`config.mk`:
```
export PLATFORM = sky130hd
export DESIGN_NAME = pgwr_ctrl
export DESIGN_NICKNAME = d
export VERILOG_FILES = /design/src/rtl/pgwr_pkg.sv /design/src/rtl/pgwr_buf.sv /design/src/rtl/pgwr_timer.sv /design/src/rtl/pgwr_ctrl.sv
export SDC_FILE = /design/constraint.sdc
export NUM_CORES = 1
export LEC_CHECK = 0
export ABC_AREA = 0
export BUFFER_PORTS_ARGS = -buffer_cell sky130_fd_sc_hd__buf_4
export CORE_UTILIZATION = 56
export CTS_BUF_LIST = sky130_fd_sc_hd__clkbuf_16
export CTS_CLUSTER_SIZE = 14
export DETAILED_ROUTE_END_ITERATION = 16
export PLACE_DENSITY = 0.83
export SLEW_MARGIN = 20
export SYNTH_ARGS = -nofsm -noshare
export SYNTH_HDL_FRONTEND = slang
export SYNTH_HIERARCHICAL = 1
export SYNTH_SLANG_ARGS = --single-unit
```
`constraint.sdc`:
```
create_clock -name clk_i -period 2.5 [get_ports clk_i]
set_clock_uncertainty 0.05 [all_clocks]
set_input_delay 0 -clock clk_i [delete_from_list [all_inputs] [get_ports clk_i]]
set_output_delay 0 -clock clk_i [all_outputs]
set_load 0.01 [all_outputs]
```
`src/rtl/pgwr_pkg.sv`:
```
package pgwr_pkg;

    typedef logic [7:0] byte_t;

    // Width of a counter that must hold the value n
    function automatic int cnt_width(input int n);
        return (n < 2) ? 1 : $clog2(n + 1);
    endfunction

endpackage

```
`src/rtl/pgwr_buf.sv`:
```
module pgwr_buf
    import pgwr_pkg::*;
#(
    parameter int PAGE_BYTES = 64,
    localparam int OFF_W = $clog2(PAGE_BYTES)
) (
    input  logic             clk_i,
    input  logic             wr_en_i,
    input  logic [OFF_W-1:0] wr_idx_i,
    input  byte_t            wr_data_i,
    input  logic [OFF_W-1:0] rd_idx_i,
    output byte_t            rd_data_o
);

    byte_t store_d [PAGE_BYTES];
    byte_t store_q [PAGE_BYTES];

    always_comb begin
        store_d = store_q;
        if (wr_en_i) begin
            store_d[wr_idx_i] = wr_data_i;
        end
    end

    // Data storage only: validity is tracked by the mask in the controller
    always_ff @(posedge clk_i) begin
        store_q <= store_d;
    end

    assign rd_data_o = store_q[rd_idx_i];

endmodule

```
`src/rtl/pgwr_timer.sv`:
```
module pgwr_timer #(
    parameter int CYCLES = 500000,
    localparam int CNT_W = pgwr_pkg::cnt_width(CYCLES)
) (
    input  logic clk_i,
    input  logic rst_ni,
    input  logic load_i,
    output logic busy_o
);

    typedef struct packed {
        logic             busy;
        logic [CNT_W-1:0] cnt;
    } tmr_t;

    tmr_t tmr_d, tmr_q;

    always_comb begin
        tmr_d = tmr_q;
        if (tmr_q.busy) begin
            if (tmr_q.cnt == CNT_W'(1)) begin
                tmr_d.busy = 1'b0;
            end
            tmr_d.cnt = tmr_q.cnt - CNT_W'(1);
        end else if (load_i) begin
            tmr_d.busy = 1'b1;
            tmr_d.cnt  = CNT_W'(CYCLES);
        end
    end

    always_ff @(posedge clk_i or negedge rst_ni) begin
        if (!rst_ni) begin
            tmr_q <= '0;
        end else begin
            tmr_q <= tmr_d;
        end
    end

    assign busy_o = tmr_q.busy;

    AST_LOAD_ARMS_FULL: assert property (@(posedge clk_i) disable iff (!rst_ni)
        (load_i && !tmr_q.busy) |=> (tmr_q.busy && tmr_q.cnt == CNT_W'(CYCLES)))
        else $error("timer did not arm on load");

    AST_BUSY_NOT_EARLY: assert property (@(posedge clk_i) disable iff (!rst_ni)
        (tmr_q.busy && tmr_q.cnt != CNT_W'(1)) |=> tmr_q.busy)
        else $error("busy dropped before count expired");

    AST_NO_RELOAD: assert property (@(posedge clk_i) disable iff (!rst_ni)
        (tmr_q.busy && load_i) |=> (tmr_q.cnt != CNT_W'(CYCLES)))
        else $error("timer restarted while busy");

endmodule

```
`src/rtl/pgwr_ctrl.sv`:
```
module pgwr_ctrl
    import pgwr_pkg::*;
#(
    parameter int ADDR_W     = 15,
    parameter int PAGE_BYTES = 64,
    parameter int WC_CYCLES  = 500000
) (
    input  logic              clk_i,
    input  logic              rst_ni,
    input  logic [ADDR_W-1:0] start_addr_i,
    input  logic              addr_load_i,
    input  logic              start_i,
    input  logic              byte_vld_i,
    input  logic [7:0]        byte_data_i,
    input  logic              stop_i,
    input  logic              stop_on_ack_i,
    input  logic              wp_i,
    output logic              mem_we_o,
    output logic [ADDR_W-1:0] mem_addr_o,
    output logic [7:0]        mem_wdata_o,
    output logic              busy_o
);

    localparam int OFF_W   = $clog2(PAGE_BYTES);
    localparam int PG_W    = ADDR_W - OFF_W;
    // The busy window always covers the full offset scan
    localparam int BUSY_CY = (WC_CYCLES > PAGE_BYTES) ? WC_CYCLES : PAGE_BYTES;

    typedef struct packed {
        logic [PG_W-1:0]       page;
        logic [OFF_W-1:0]      off;
        logic [PAGE_BYTES-1:0] mask;
        logic                  scanning;
        logic [OFF_W-1:0]      scan_idx;
    } ctl_t;

    ctl_t  ctl_d, ctl_q;
    logic  buf_we;
    logic  commit;
    logic  busy;
    byte_t rd_byte;

    always_comb begin
        ctl_d  = ctl_q;
        buf_we = 1'b0;
        commit = 1'b0;
        if (!busy) begin
            // Event priority: address load, START, STOP, data byte
            if (addr_load_i) begin
                {ctl_d.page, ctl_d.off} = start_addr_i;
                ctl_d.mask = '0;
            end else if (start_i) begin
                ctl_d.mask = '0;
            end else if (stop_i) begin
                if (stop_on_ack_i && !wp_i && (|ctl_q.mask)) begin
                    commit         = 1'b1;
                    ctl_d.scanning = 1'b1;
                    ctl_d.scan_idx = '0;
                end else begin
                    ctl_d.mask = '0;
                end
            end else if (byte_vld_i) begin
                buf_we                = 1'b1;
                ctl_d.mask[ctl_q.off] = 1'b1;
                ctl_d.off             = ctl_q.off + OFF_W'(1);
            end
        end else if (ctl_q.scanning) begin
            ctl_d.scan_idx = ctl_q.scan_idx + OFF_W'(1);
            if (ctl_q.scan_idx == OFF_W'(PAGE_BYTES - 1)) begin
                ctl_d.scanning = 1'b0;
                ctl_d.mask     = '0;
            end
        end
    end

    always_ff @(posedge clk_i or negedge rst_ni) begin
        if (!rst_ni) begin
            ctl_q <= '0;
        end else begin
            ctl_q <= ctl_d;
        end
    end

    pgwr_buf #(
        .PAGE_BYTES(PAGE_BYTES)
    ) buf_i (
        .clk_i    (clk_i),
        .wr_en_i  (buf_we),
        .wr_idx_i (ctl_q.off),
        .wr_data_i(byte_data_i),
        .rd_idx_i (ctl_q.scan_idx),
        .rd_data_o(rd_byte)
    );

    pgwr_timer #(
        .CYCLES(BUSY_CY)
    ) tmr_i (
        .clk_i (clk_i),
        .rst_ni(rst_ni),
        .load_i(commit),
        .busy_o(busy)
    );

    assign mem_we_o    = ctl_q.scanning && ctl_q.mask[ctl_q.scan_idx];
    assign mem_addr_o  = {ctl_q.page, ctl_q.scan_idx};
    assign mem_wdata_o = rd_byte;
    assign busy_o      = busy;

    AST_WRITE_ONLY_BUSY: assert property (@(posedge clk_i) disable iff (!rst_ni)
        mem_we_o |-> busy_o)
        else $error("array write outside busy window");

    AST_WP_HOLDS_IDLE: assert property (@(posedge clk_i) disable iff (!rst_ni)
        (stop_i && wp_i && !busy_o) |=> !busy_o)
        else $error("write cycle started under write protect");

    AST_LATE_STOP_DROPS: assert property (@(posedge clk_i) disable iff (!rst_ni)
        (stop_i && !stop_on_ack_i && !busy_o) |=> (!busy_o && ctl_q.mask == '0))
        else $error("misplaced STOP kept data or started a cycle");

    AST_PAGE_FROZEN: assert property (@(posedge clk_i) disable iff (!rst_ni)
        busy_o |=> $stable(ctl_q.page))
        else $error("page changed during write cycle");

    AST_WRITES_ASCEND: assert property (@(posedge clk_i) disable iff (!rst_ni)
        (ctl_q.scanning && $past(ctl_q.scanning)) |->
            (ctl_q.scan_idx == $past(ctl_q.scan_idx) + OFF_W'(1)))
        else $error("offset scan not ascending");

endmodule

```
* After elaboration in Yosys (flattened, before gate mapping) *
Index checks and enable logic that the tools add are counted.

cells by class
  add/subtract/negate cells = 3
  multipliers = 0
  div/mod/pow operators = 0
  magnitude comparators = 6
  equality and inequality tests = 9
  shifts and indexed selects = 0
  multiplexer cells = 37
  bitwise operators = 4
  reductions and logical operators = 17

operator list
  operator                 count
  $bwmux W512              1
  $mux W64                 3
  $mux W71                 2
  $mux W70                 2
  $mux W65                 1
  $or A64 B64 Y64          1
  $reduce_or A64 Y1        1
  $bmux W8 S6              1
  $demux W8 S6             1
  $mux W20                 2
  $mux W7                  4
  $mux W8                  3
  $eq A19 B1 Y1 const B    1
  $sub A19 B1 Y19 const B  1
  $ge A7 B7 Y1 const B     2
  $lt A6 B7 Y1 const B     2
  $not A6 Y7               2
  $mux W1                  13
  $add A6 B1 Y6 const B    2
  $mux W6                  2
  $reduce_and A4 Y1        3
  $ne A2 B2 Y1 const B     4
  $reduce_bool A2 Y1       4
  $lt A7 B1 Y1 const B     1
  12 further kinds         17

storage, ports and cells
  register bits = 618
  latch bits = 0
  RAM bits = 0
  ROM bits = 0
  output and inout bits = 25
  word-level logic and storage cells = 147
  memories = 0

* Logic depth before layout (Yosys ltp) *
  depth after elaboration = 10
  mapped depth = 9
  depth with buffers taken out = 7

* Cells and area by module *
The synthesis kept the hierarchy.

by module, submodules not included
  module      instances  cells each  area an instance (um2)  seq. area each (um2)
  pgwr_buf    1          933         20017.9                 15374.7
  pgwr_ctrl   1          531         4987.3                  2152.1
  pgwr_timer  1          104         1042.2                  500.5

* Worst setup path before layout *
OpenSTA, ideal clock, no wires.

  kind = register to register
  from = register tmr_i.tmr_q (netlist bit tmr_i/busy_o)
  to = register buf_i/store_q[440] (netlist name) (enable)
  library setup time = 383 ps
  arrival = 2112 ps
  data required time = 2067 ps
  setup slack = -46 ps
  stages on the path, launching flop included = 6
  buffers on the path = 0
  clock period less this slack = 2546 ps
  cell sequence = dfrtp_1 -> or3_1 -> nor3b_1 -> nor2b_1 -> nand3_1 -> nor3_1

between the ends
  word-level cells in the longest chain between the ends = 1

RTL lines
  what                    line              text
  from (decl)             pgwr_timer.sv:16  tmr_t tmr_d, tmr_q;
  from (signal assigned)  pgwr_timer.sv:35  tmr_q <= tmr_d;
  $mux W1                 pgwr_ctrl.sv:47   if (!busy) begin
  via buf_we              pgwr_ctrl.sv:38   logic buf_we;
  to (signal assigned)    pgwr_buf.sv:27    store_q <= store_d;
  to (decl)               pgwr_buf.sv:16    byte_t store_q [PAGE_BYTES];

The timed path passes the listed nets, and every way through them passes these cells.
A chain may end at the register's enable or synchronous reset.

* Worst setup path in the final report *
  from = register ctl_q (netlist bit mem_addr_o[0])
  to = output port mem_we_o

between the ends
  word-level cells in the longest chain between the ends = 3

RTL lines
  what                           line              text
  from (decl)                    pgwr_ctrl.sv:37   ctl_t ctl_d, ctl_q;
  from (signal assigned)         pgwr_ctrl.sv:80   ctl_q <= ctl_d;
  $bmux W1 S6                    pgwr_ctrl.sv:104  assign mem_we_o = ctl_q.scanning && ctl_q.mask[ctl_q.scan_idx];
  $mux W1 (implied by the code)  pgwr_ctrl.sv:104
  $logic_and A1 B1 Y1            pgwr_ctrl.sv:104
  to (decl)                      pgwr_ctrl.sv:18   output logic mem_we_o,

Every way passes these cells. The select of a mux whose other input is x is not followed.

==> summary.txt <==
Syn Std Cell Area: 26,000 µm²
Status: complete, but fails checks
Max Fclk: 324 MHz
Mux cell area share after synthesis: 0.144
Final setup violation count: 75
Cell mode on critical path: buf_4
Kind of cell adding the most delay to the critical path: multiplexers
Die ar.: 47,400 µm²
MaxCap Viol Count: 0
Starting Density: 0.570
Gr busiest metal: met2
GR Overflow Total: 0
HPWL reported at the end of detailed placement: 38,500 µm
Num ports: 56
Placed Area: 28,000 µm²
CTS sink cnt: 618
Drt drc: 0
Max transition margin: 0.458
Placed insts: 2,263
Final Cycle Share: 1.24
TritonCTS clock tree: done
Post-synthesis adder-cell area fraction: 0.00192
Crit-path max FO: 15
Setup slack after layout: -0.588 ns
Final Total Pwr: 34.2 mW
Htree depth: 2
Post-synth EDFFs: 512
CTS Root Cell: clkbuf_16
Commonest cells in the netlist: edfxtp_1 (512), mux4_2 (130), dfrtp_1 (106)
Syn nets: 1,603
Initial antenna violation count: 0
Worst Hold Class: primary input to flip-flop
Worst path cell trace: buf_4 > buf_12 > mux4_2 > nor3b_2 > nor3_1 > o211ai_1 > o32ai_4 > buf_4
VDD IR max: 0.000809 V
Final hold vios: 0
Most area-consuming cells after synthesis: edfxtp_1 (59%), mux4_2 (11%), dfrtp_1 (10%)
Fill cells: 2,565
Worst skew pair latency: 0.63 ns
PwrDens: 1080 nW/µm²
CORE AREA: 45,700 µm²
Drt first pass iters: 6
Pins over their slew limit: 0
RSZ-0062 raised after global routing: yes
Final instance area: 31,800 µm²
CTS Buf Count: 58
Critical path type: flip-flop to primary output
First-pass GRT wire length: 102,000 µm
Die X: 218 µm
Vias/cell: 6.91
Cells after Synth: 1,568
Final #Nets: 1,851
XOR/XNOR share of the synthesized area: 0.000672
Yosys reg bits: 618
Largest net degree at the start of global routing: 107
Gr usage total: 0.292
Buf+Inv Stages, Crit Path: 3
Row cnt: 78
Dpl ws: -0.0871 ns
Non-Filler Instances: 2,462
Area growth syn-to-layout: 22.0%
Compound-gate portion of the synthesized area: 0.0672
Post-Synth Simple-Gate Area: 0.0598
Most common cell in the netlist: edfxtp_1
Core Util, Final: 0.696
Met2 Use GR: 0.477
Mean Syn Cell Area: 16.6 µm²
N_diodes: 0
Met3 Resource Use GR: 0.0626
Die Y: 218 µm
Top_reg_cell synth: edfxtp_1
Leak: 10.9 nW
Worst path slowest cell: mux4_2
Share of cells above drive strength 1: 0.339
Yosys top cell by area: edfxtp_1
# port buffers: 55
Drt wl/cell: 29.6 µm
Post-Route WL: 72,900 µm
Failing checks: setup timing
Crit path launch type: flip-flop
Routability cong.: 0.886
Worst setup EP type: primary output
Detailed-route via count: 17.0k
Seq/Total Area, Yosys: 0.692
Clock Tree Buf Depth: 3
Tmin final: 3.09 ns
Top-area cell type share of the netlist area: 0.590
Clock slew at reported path FFs: 0.07 ns
Worst path required time: 2.45 ns
Met1 usage in global routing: 0.387
Number of global-route vias before repair: 16.5k
Antenna Nets Post-Route: 0
Iter 0 DRT Violations: 2,833
CP arrival: 3.04 ns
Synth warn: 6
Unique masters post-synth: 64
Tightest Pin Transition: 0.813 ns
Largest family of logic cells by synthesized area: multiplexers
Ys async rst share: 0.172
Worst path max stage delay: 0.53 ns
cell families (layout without fill, tap and decap cells):
kind of cell	Yosys count	count (layout)
compound gates	262	262
fa+ha+maj	4	4
mux	197	197
xor+xnor	2	2
buf+inv	176	467
flops	618	618
simple gates	309	312
where the power goes:
part / internal [mW] / total (mW) / switching [mW]
sequential: 11.5 / 12.1 / 0.574
combinational: 6.03 / 13.1 / 7.06
clock: 5.10 / 9.02 / 3.92
metrics by stage:
step / setup TNS, ns / hold WS [ns]
2_1_floorplan: 0 / -0.346
3_3_place_gp: 0 / 0.0637
3_5_place_dp: -0.284 / 0.0737
4_1_cts: -4.58 / 0.0337
5_1_grt: -16.32 / 0.0207
6_report: -15.31 / 0.0244
worst paths after layout:
path                                  from         endpoint  slack [ns]  depth (start not counted)
setup / recovery             mem_addr_o[0]         mem_we_o       -0.59                          8
hold / removal                     start_i        ctl_q[76]        0.02                          5
setup reg to reg                 ctl_q[67]        ctl_q[10]       -0.24                          7
hold reg to reg            tmr_i/tmr_q[15]  tmr_i/tmr_q[15]        0.43                          1
max in group asynchronous           rst_ni    mem_addr_o[4]        1.38                          4
min in group asynchronous           rst_ni        ctl_q[12]        0.50                          4
layout by cell type (no fill, tap or decap), types with 29 or more instances in the layout:
master and n:
o21ai_0 56, dlygate4sd3_1 33, buf_4 222, nor3_1 54, edfxtp_1 512, a21oi_1 56, dfrtp_1 101, mux4_2 131
nor2_1 93, mux2i_1 32, nand2_1 29, clkbuf_16 65, inv_1 63
per-layer routing:
layer	vias up	routed length (µm)
met5	-	0
met4	0	3980
met3	363	8740
met2	1509	35100
met1	8366	25100
li1	6778	-
area by class of cell:
cell class	count	area, µm²	share of cell area
well taps	600	751	0.0236
clock buffers	59	1480	0.0465
flip-flops and latches	618	18000	0.568
multi-input cells	777	7950	0.250
repair buffers	305	2900	0.0912
clock inverters	47	444	0.0140
inverters	56	214	0.00673
tightest hold or removal path, stage by stage:
cell     delay, ns
buf_4         0.11
nor3b_1       0.05
o21ai_0       0.22
buf_4         0.18
a21oi_1       0.08
registers in the layout (all words and copies together), names as in the netlist:
name,cells
ctl_q,71
tmr_i/tmr_q,19
tmr_i/busy_o,1
buf_i/store_q,512
mem_addr_o,15
timing repair:
action,in CTS,in global routing
buffers inserted,16,32
resized for setup,65,127
pin swaps,8,22
gates cloned,2,11
setup endpoints to repair,178,271
hold endpoints to repair,644,0
hold buffers,33,0
(Power assumes the default switching activity.)
